### src/rtl/hsq_pkg.sv
package hsq_pkg;

    typedef enum logic [1:0] {
        ST_RUN     = 2'd0,
        ST_ENTER   = 2'd1,
        ST_HALTED  = 2'd2,
        ST_EXIT    = 2'd3
    } hsq_state_e;

    typedef struct packed {
        logic running;
        logic sr_enter;
        logic halted;
        logic sr_exit;
    } hsq_ctrl_t;

    function automatic hsq_ctrl_t hsq_decode(input hsq_state_e st);
        hsq_ctrl_t c;
        c.running  = (st == ST_RUN);
        c.sr_enter = (st == ST_ENTER);
        c.halted   = (st == ST_HALTED);
        c.sr_exit  = (st == ST_EXIT);
        return c;
    endfunction

    function automatic logic hsq_may_wake(input logic halt_bit,
                                          input logic manual_cause,
                                          input logic any_req);
        return !halt_bit && (manual_cause || any_req);
    endfunction

endpackage

### src/rtl/hsq_idle_timer.sv
module hsq_idle_timer #(
    parameter int CNT_W = 16
) (
    input  logic             clk,
    input  logic             rst,
    input  logic             activity_i,
    input  logic             running_i,
    input  logic             auto_en_i,
    input  logic [CNT_W-1:0] limit_i,
    output logic             expired_o
);
    logic [CNT_W-1:0] remain_q;
    logic             reload;
    logic             at_zero;

    assign reload  = activity_i || !running_i || !auto_en_i;
    assign at_zero = (remain_q == '0);

    always_ff @(posedge clk) begin
        if (rst) begin
            remain_q <= limit_i;
        end else if (reload) begin
            remain_q <= limit_i;
        end else if (!at_zero) begin
            remain_q <= remain_q - 1'b1;
        end
    end

    assign expired_o = running_i && auto_en_i && !activity_i && at_zero;

    // Activity in one cycle leaves the count at the limit for the next cycle.
    AST_IDLE_RELOAD: assert property (@(posedge clk) disable iff (rst)
        activity_i |=> (remain_q == $past(limit_i)))
        else $error("idle count not reloaded");

endmodule

### src/rtl/hsq_settle_timer.sv
module hsq_settle_timer #(
    parameter int SETTLE_CYCLES = 256
) (
    input  logic clk,
    input  logic rst,
    input  logic halted_i,
    output logic settled_o
);
    localparam int SW = $clog2(SETTLE_CYCLES + 1);
    localparam logic [SW-1:0] LAST = SW'(SETTLE_CYCLES);

    logic [SW-1:0] age_q;
    logic          full;

    assign full = (age_q == LAST);

    always_ff @(posedge clk) begin
        if (rst || !halted_i) begin
            age_q <= '0;
        end else if (!full) begin
            age_q <= age_q + 1'b1;
        end
    end

    assign settled_o = halted_i && full;

    AST_SETTLE_RESTART: assert property (@(posedge clk) disable iff (rst)
        !halted_i |=> (age_q == '0))
        else $error("settle count kept across exit");

endmodule

### src/rtl/hsq_fsm.sv
module hsq_fsm
    import hsq_pkg::*;
(
    input  logic       clk,
    input  logic       rst,
    input  logic       halt_req_i,
    input  logic       auto_expired_i,
    input  logic       any_req_i,
    input  logic       ack_i,
    output hsq_state_e state_o,
    output hsq_ctrl_t  ctrl_o
);
    hsq_state_e state_q, state_d;
    logic       manual_q, manual_d;

    always_comb begin
        state_d  = state_q;
        manual_d = manual_q;
        unique case (state_q)
            ST_RUN: begin
                if (halt_req_i) begin
                    state_d  = ST_ENTER;
                    manual_d = 1'b1;
                end else if (auto_expired_i) begin
                    state_d  = ST_ENTER;
                    manual_d = 1'b0;
                end
            end
            ST_ENTER: begin
                if (halt_req_i) manual_d = 1'b1;
                if (ack_i) state_d = ST_HALTED;
            end
            ST_HALTED: begin
                if (halt_req_i) manual_d = 1'b1;
                if (hsq_may_wake(halt_req_i, manual_q, any_req_i))
                    state_d = ST_EXIT;
            end
            ST_EXIT: begin
                if (ack_i) begin
                    state_d  = ST_RUN;
                    manual_d = 1'b0;
                end
            end
            default: state_d = ST_RUN;
        endcase
    end

    always_ff @(posedge clk) begin
        if (rst) begin
            state_q  <= ST_RUN;
            manual_q <= 1'b0;
        end else begin
            state_q  <= state_d;
            manual_q <= manual_d;
        end
    end

    assign state_o = state_q;
    assign ctrl_o  = hsq_decode(state_q);

    AST_ENTER_WAIT: assert property (@(posedge clk) disable iff (rst)
        (state_q == ST_ENTER && !ack_i) |=> (state_q == ST_ENTER))
        else $error("enter left without ack");

    AST_EXIT_WAIT: assert property (@(posedge clk) disable iff (rst)
        (state_q == ST_EXIT && !ack_i) |=> (state_q == ST_EXIT))
        else $error("exit left without ack");

    AST_MANUAL_HOLD: assert property (@(posedge clk) disable iff (rst)
        (state_q == ST_HALTED && halt_req_i) |=> (state_q == ST_HALTED))
        else $error("halt left while bit set");

    AST_MANUAL_NO_WAKE: assert property (@(posedge clk) disable iff (rst)
        (state_q == ST_HALTED && manual_q && halt_req_i && any_req_i)
            |=> (state_q == ST_HALTED))
        else $error("manual halt woken by request");

endmodule

### src/rtl/mem_halt_seq.sv
module mem_halt_seq
    import hsq_pkg::*;
#(
    parameter int NUM_PORTS     = 4,
    parameter int CNT_W         = 16,
    parameter int SETTLE_CYCLES = 256
) (
    input  logic                 clk,
    input  logic                 rst,
    input  logic                 cfg_halt_req,
    input  logic                 cfg_auto_en,
    input  logic [CNT_W-1:0]     cfg_idle_limit,
    input  logic [NUM_PORTS-1:0] req_valid,
    input  logic                 cmd_busy,
    output logic [NUM_PORTS-1:0] req_ready,
    output logic                 sr_enter,
    output logic                 sr_exit,
    input  logic                 sched_ack,
    output logic                 halt_status,
    output logic                 clk_change_ok
);
    hsq_state_e state;
    hsq_ctrl_t  ctrl;
    logic       any_req;
    logic       idle_expired;
    logic       settled;

    assign any_req = |req_valid;

    hsq_idle_timer #(.CNT_W(CNT_W)) u_idle (
        .clk        (clk),
        .rst        (rst),
        .activity_i (any_req || cmd_busy),
        .running_i  (ctrl.running),
        .auto_en_i  (cfg_auto_en),
        .limit_i    (cfg_idle_limit),
        .expired_o  (idle_expired)
    );

    hsq_fsm u_fsm (
        .clk            (clk),
        .rst            (rst),
        .halt_req_i     (cfg_halt_req),
        .auto_expired_i (idle_expired),
        .any_req_i      (any_req),
        .ack_i          (sched_ack),
        .state_o        (state),
        .ctrl_o         (ctrl)
    );

    hsq_settle_timer #(.SETTLE_CYCLES(SETTLE_CYCLES)) u_settle (
        .clk       (clk),
        .rst       (rst),
        .halted_i  (ctrl.halted),
        .settled_o (settled)
    );

    for (genvar p = 0; p < NUM_PORTS; p++) begin : g_ready
        assign req_ready[p] = ctrl.running;
    end

    assign sr_enter      = ctrl.sr_enter;
    assign sr_exit       = ctrl.sr_exit;
    assign halt_status   = ctrl.halted;
    assign clk_change_ok = settled;

    AST_NO_READY_HALTED: assert property (@(posedge clk) disable iff (rst)
        (sr_enter || halt_status || sr_exit) |-> (req_ready == '0))
        else $error("ready while not running");

    AST_OK_ONLY_HALTED: assert property (@(posedge clk) disable iff (rst)
        clk_change_ok |-> halt_status)
        else $error("clock flag outside halt");

    AST_OK_NOT_EARLY: assert property (@(posedge clk) disable iff (rst)
        $rose(halt_status) |-> !clk_change_ok)
        else $error("clock flag at halt entry");

    AST_AUTO_ENTRY: assert property (@(posedge clk) disable iff (rst)
        (state == ST_RUN && idle_expired) |=> sr_enter)
        else $error("expired idle count did not halt");

    AST_BUSY_NO_AUTO: assert property (@(posedge clk) disable iff (rst)
        (state == ST_RUN && !cfg_halt_req && (any_req || cmd_busy)) |=> !sr_enter)
        else $error("halted while active");

    AST_WAKE: assert property (@(posedge clk) disable iff (rst)
        (halt_status && !cfg_halt_req && any_req) |=> sr_exit)
        else $error("request did not wake");

endmodule

### config.mk
export PLATFORM = sky130hd
export DESIGN_NAME = mem_halt_seq
export DESIGN_NICKNAME = d
export VERILOG_FILES = /design/src/rtl/hsq_pkg.sv /design/src/rtl/hsq_idle_timer.sv /design/src/rtl/hsq_settle_timer.sv /design/src/rtl/hsq_fsm.sv /design/src/rtl/mem_halt_seq.sv
export SDC_FILE = /design/constraint.sdc
export NUM_CORES = 1
export LEC_CHECK = 0
export BUFFER_PORTS_ARGS = -buffer_cell sky130_fd_sc_hd__buf_2
export CORE_MARGIN = 4
export CORE_UTILIZATION = 30
export CTS_BUF_LIST = sky130_fd_sc_hd__clkbuf_16
export DETAILED_ROUTE_END_ITERATION = 10
export GPL_TIMING_DRIVEN = 0
export PLACE_DENSITY_LB_ADDON = 0.05
export SLEW_MARGIN = 20
export SYNTH_ARGS = -nofsm -noshare
export SYNTH_HDL_FRONTEND = slang
export SYNTH_HIERARCHICAL = 1
export SYNTH_SLANG_ARGS = --single-unit
export TNS_END_PERCENT = 30
### constraint.sdc
create_clock -name clk -period 2.9 [get_ports clk]
set_input_delay 0.145 -clock clk [delete_from_list [all_inputs] [get_ports clk]]
set_output_delay 0.145 -clock clk [all_outputs]
set_load 0.1 [all_outputs]
### Yosys cells after proc, flatten, opt, wreduce, memory -nomap -nowiden

Cells that the tools add are included.

* bits of input ports: 26
* output and inout bits: 8
* register bits: 28
* logic and storage cells: 51

* multiplexer cells: 14
* add/sub/neg operators: 2
* reduce and logical (&&, ||, !) cells: 21
* equality and inequality tests: 10

Operator list (count)
* $mux 16: 3
* $logic_not 16->1: 1
* $sub 16x1->16 const B: 1
* $mux 2: 5
* $add 9x1->9 const B: 1
* $eq 9x9->1 const B: 1
* $pmux 2 s4: 1
* $ne 2x1->1 const B: 3
* $logic_and 1x1->1: 5
* $logic_not 1->1: 5
* $logic_or 1x1->1: 5
* $eq 2x2->1 const B: 2
* $mux 1: 4
* $reduce_and 4->1: 1
* $reduce_or 4->1: 1
* $ne 3x2->1 const B: 1
* $ne 3x3->1 const B: 1
* $pmux 1 s3: 1
* $reduce_and 3->1: 1
* $eq 2x1->1 const B: 1
* $logic_not 2->1: 1
* $ne 2x2->1 const B: 1
* $reduce_or 2->1: 1

### Depth between registers and ports, before layout

* depth in word-level cells: 8
* depth in mapped cells: 9
* gate-level depth less buffers: 9

### By module

The synthesis kept the hierarchy.

Modules (own cells, without submodules)
* hsq_idle_timer: cells an instance 96, times used 1, seq. area each 480.5 um^2, area an instance 967.2 um^2
* hsq_settle_timer: cells an instance 51, times used 1, seq. area each 180.2 um^2, area an instance 451.7 um^2
* hsq_fsm: cells an instance 25, times used 1, seq. area each 60.1 um^2, area an instance 226.5 um^2
* mem_halt_seq: cells an instance 5, times used 1, seq. area each 0.0 um^2, area an instance 40.0 um^2

### Worst setup path after synthesis

No wires, ideal clock.

* path kind: reg2reg
* from: register u_fsm.state_q[0], in the netlist u_fsm/state_o[0]
* to: register u_idle.remain_q[11], data pin
* arrival time: 2513 ps
* buffers on the path: 1
* required time: 2764 ps
* cell stages (with the launch flop): 8
* library setup time: 136 ps
* slack: 251 ps
* clock period less this slack: 2649 ps
* cells stage by stage: dfxtp_1 > inv_1 > ha_1 > nand2_1 > or3_1 > clkbuf_1 > or4_1 > nand3_1

* word-level cells in the longest chain between the ends: 6

RTL lines
* from (decl): RTL line hsq_fsm.sv:13 `hsq_state_e state_q, state_d;`
* from (signal assigned): RTL line hsq_fsm.sv:53 `state_q <= state_d;`
* $logic_not 2->1: RTL line hsq_pkg.sv:19 `c.running = (st == ST_RUN);`
* via req_ready[0]: RTL line mem_halt_seq.sv:15 `output logic [NUM_PORTS-1:0] req_ready,`
* $logic_not 1->1: RTL line hsq_idle_timer.sv:16 `assign reload = activity_i || !running_i || !auto_en_i;`
* $logic_or 1x1->1 (2 in series): RTL line hsq_idle_timer.sv:16
* $mux 16: RTL line hsq_idle_timer.sv:22 `end else if (reload) begin`
* $mux 16: RTL line hsq_idle_timer.sv:20 `if (rst) begin`
* to (signal assigned): RTL line hsq_idle_timer.sv:21 `remain_q <= limit_i;`
* to (signal assigned): RTL line hsq_idle_timer.sv:23 `remain_q <= limit_i;`
* to (signal assigned): RTL line hsq_idle_timer.sv:25 `remain_q <= remain_q - 1'b1;`
* to (decl): RTL line hsq_idle_timer.sv:12 `logic [CNT_W-1:0] remain_q;`

The timed path passes the listed nets, and every way through them passes these cells.
A chain may end at the register's enable or synchronous reset.

### Worst setup path after layout

* from: register u_idle.remain_q[0]
* to: register u_fsm.state_q[1], in the netlist u_fsm/state_o[1]

* word-level cells in the longest chain between the ends: 4

RTL lines
* $logic_not 16->1: RTL line hsq_idle_timer.sv:17 `assign at_zero = (remain_q == '0);`
* $logic_and 1x1->1: RTL line hsq_idle_timer.sv:29 `assign expired_o = running_i && auto_en_i && !activity_i && at_zero;`
* via idle_expired: RTL line mem_halt_seq.sv:25 `logic idle_expired;`
* $ne 3x3->1 (no source line)
* $reduce_and 4->1 (no source line)

The timed path passes the listed nets, and every way through them passes these cells.

==> results by group <==
Route
  – DRT iter0 DRCs: 60
  – Total Wirelength: 3731 um
  – Wirelength per Cell: 13.05 um
  – Routed vias: roughly 1400
  – Routed Antenna Nets: 0
  – DR vias/cell: 4.822
  – # DRC: 0
  – Drt pass-1 iters: 4

CTS
  – CTS tree: done
  – Clock Pin Slew Worst Setup and Hold Paths: 0.07 ns
  – Post-CTS Setup Inserts: 0
  – Max clock buf depth: 2
  – Clock latency on the worst-skew pair: ~0.26 ns
  – Clock sink total: 28
  – Root Buffer Master: clkbuf_16
  – H-tree depth: 1
  – Hold_buf cts: 0
  – TritonCTS Buffers: 3

Final layout
  – Final std cells w/o fill: 286
  – Ant diodes: 0
  – Multi-input gate area: 899.6 um2
  – Area grow syn2layout: 20.19%
  – Final nets: 248
  – Most frequent cells in the layout: 33 x buf_2, 26 x nand2_1, 19 x o21ai_0
  – Register area: 720.7 um2
  – Final-layout fill cell count: a little under 600
  – Commonest non-fill, non-tap cell in the layout: buf_2
  – Fin util: 0.3701
  – Layout cells sized above 1: 0.2477

Synth
  – Synthesis-stage register bit count: 28
  – Post-synth EDFFs: 16
  – Post-synthesis sequential area ratio: 0.4276
  – Distinct cells, synth: 47
  – Cells after Synth: 177
  – Most used DFF post-synth: edfxtp_1
  – Synthesized cell area: between 1500 and 2000 um2
  – Synth Warn #: 6
  – Syn Nets: 210
  – Mean Syn Cell Area: 9.522 um2
  – Synth async-reset ratio: 0

Global routing
  – Largest net degree at the start of global routing: 17
  – Global-route wire length before repair: around 6400 um
  – Global routing usage on met2: 0.1975
  – Remaining global-route overflow: 0
  – Vias in the first global route: 1394
  – M3 GR Usage: 0.02282
  – Antenna violations before repair: 0
  – Global routing usage on met1: 0.1303
  – Most Crowded Layer GR: met2
  – Tot GR Track Use: 0.1091

Power
  – Leak Pwr: approximately 0.76 nW
  – Maximum VDD drop: around 540 uV
  – PwrDens: ~760 nW/um2

STA
  – RSZ-0062 raised after global routing: no
  – Achievable frequency: 0.3949 GHz
  – Final Skew: between 0.003 and 0.004 ns
  – Hold Violations, Final: 0
  – Fin crit share: 0.8733
  – Relative slew slack: 0.5154
  – Setup TNS: 0 ns
  – Slew @ Worst Pin: 0.7251 ns
  – Pins Over Slew Limit: 0
  – Minimum clock period: approximately 2.5 ns
  – Final setup fails: 0

Critical path
  – Crit path kind: flip-flop to flip-flop
  – Critical Path RT: 3.09 ns
  – Worst path arrival time: 2.72 ns
  – Worst-path fanout max: 6
  – Startpoint Class: flip-flop
  – Slowest stage delay, CP: 0.46 ns
  – Crit-path cells: inv_1 -> ha_1 -> nor3b_4 -> nand3_1 -> nor4_1 -> nor3b_1 -> nor3b_1 -> a211oi_2 -> mux2i_1
  – CP bufs+invs: 1
  – Critical path's most frequent cell: nor3b_1
  – Slowest cell on crit path: edfxtp_1
  – Number of stages on the worst setup path: 9
  – Setup crit end kind: flip-flop
  – Top Family by Delay on Critical Path: simple AND/OR/NAND/NOR gates
  – R2R depth: 9

Floorplan
  – Num rows: 27
  – IO Count: 34
  – Initial Util: 0.3080
  – Die W: 82.95 um
  – CORE AREA: between 5000 and 6000 um2
  – Die Area: 6881 um2
  – Die Y: 82.95 um

Placed design
  – Routability cong.: 0.7550
  – I/O Buffers: 33
  – Placed cells: 282
  – Post-DP HPWL: 2921 um

Run
  – Max Cap Violations: 0

Run status
  – Status: finished, final reports clean

Hold path
  – Hold path cells: 2
  – Worst min-delay path category: primary input to flip-flop
-- per-stage QoR --
step                      area [um2]  total power [mW]  setup WS, ns  hold WS, ns
after floorplan                 1685             1.125        0.2514       0.2171
after global placement          1941             1.224        0.1409       0.3986
after detailed placement        1941             1.233       0.09839       0.4085
after CTS                       2019             1.560        0.1976       0.1329
after global routing            2026             1.619      0.002206       0.1585
final                           2026             1.541        0.3675       0.1306
-- power by group --
part	switching, mW	internal [mW]	leakage, nW	total (mW)
combinational	0.555	0.175	0.459	0.730
sequential	0.0369	0.454	0.267	0.491
clock	0.135	0.185	0.0385	0.320
total	0.727	0.814	0.764	1.54
-- registers in the layout (all words and copies together), names as in the netlist --
| signal | count |
|---|---|
| u_settle/age_q | 9 |
| u_fsm/manual_q | 1 |
| u_idle/remain_q | 16 |
| u_fsm/state_o | 2 |
-- per-layer routing --
layer | routed length (um) | vias to the layer above
met5 | 0 | -
met3 | 134 | 2
met1 | 1649 | 644
li1 | - | 714
met4 | 25 | 0
met2 | 1921 | 19
-- final timing paths --
| path | start | endpoint | slack (ns) |
|---|---|---|---|
| worst max-delay path | u_idle/remain_q[0] | u_fsm/state_o[1] | 0.37 |
| worst min-delay path | rst | u_fsm/manual_q | 0.13 |
| worst min register to register | u_settle/age_q[8] | u_settle/age_q[8] | 0.49 |
| worst max register to register | u_idle/remain_q[0] | u_fsm/state_o[1] | 0.37 |
-- worst reg2reg max path: cells and delay by family (launching register included) --
kind	cells	cell delay, ns
AND/OR/NAND/NOR	5	1.22
flip-flops	1	0.46
AO/OA/AOI/OAI	1	0.28
multiplexers	1	0.21
adder cells (fa/ha/maj)	1	0.19
buffers and inverters	1	0.09
-- cell usage after synthesis, types with 2 or more instances --
cell type,count,area share
a21oi_1,5,0.015
buf_4,3,0.013
clkbuf_1,3,0.0067
dfxtp_1,12,0.14
edfxtp_1,16,0.29
ha_1,7,0.052
inv_1,10,0.022
mux2i_1,2,0.012
nand2_1,26,0.058
nand2b_1,2,0.0074
nand3_1,6,0.018
nand3b_1,2,0.0089
nand4_1,6,0.022
nor2_1,5,0.011
nor2b_1,2,0.0074
nor3_1,2,0.0059
nor3_2,2,0.012
nor3b_1,2,0.0089
nor4_1,2,0.0074
nor4b_2,2,0.018
o21ai_0,19,0.056
or3_1,5,0.019
or4_4,2,0.013
xnor2_1,4,0.021
xor2_1,8,0.042
-- final cells by class --
type | instances | share of cell area
sequential | 28 | 0.3558
timing repair buffer | 33 | 0.08153
clock buffer | 3 | 0.03706
tap | 72 | 0.04447
inverter | 10 | 0.01853
buffer | 6 | 0.01668
clock inverter | 1 | 0.001853
multi-input combinational | 133 | 0.4441
-- what timing repair did --
| item | CTS | global route |
|---|---|---|
| endpoints found under the setup margin | 0 | 18 |
| endpoints found under the hold margin | 0 | 0 |
| resized for setup | 0 | 1 |
-- cells by family (layout without fill, tap and decap cells) --
| kind of cell | after synthesis | after routing | share of synthesized area |
|---|---|---|---|
| fa+ha+maj | 7 | 7 | 0.05196 |
| flops | 28 | 28 | 0.4276 |
| simple gates | 77 | 77 | 0.2762 |
| xor+xnor | 12 | 12 | 0.06236 |
| mux | 2 | 2 | 0.01188 |
| buf+inv | 16 | 53 | 0.04232 |
| compound gates | 35 | 35 | 0.1277 |
No activity file was read; power rests on OpenSTA's default activity.
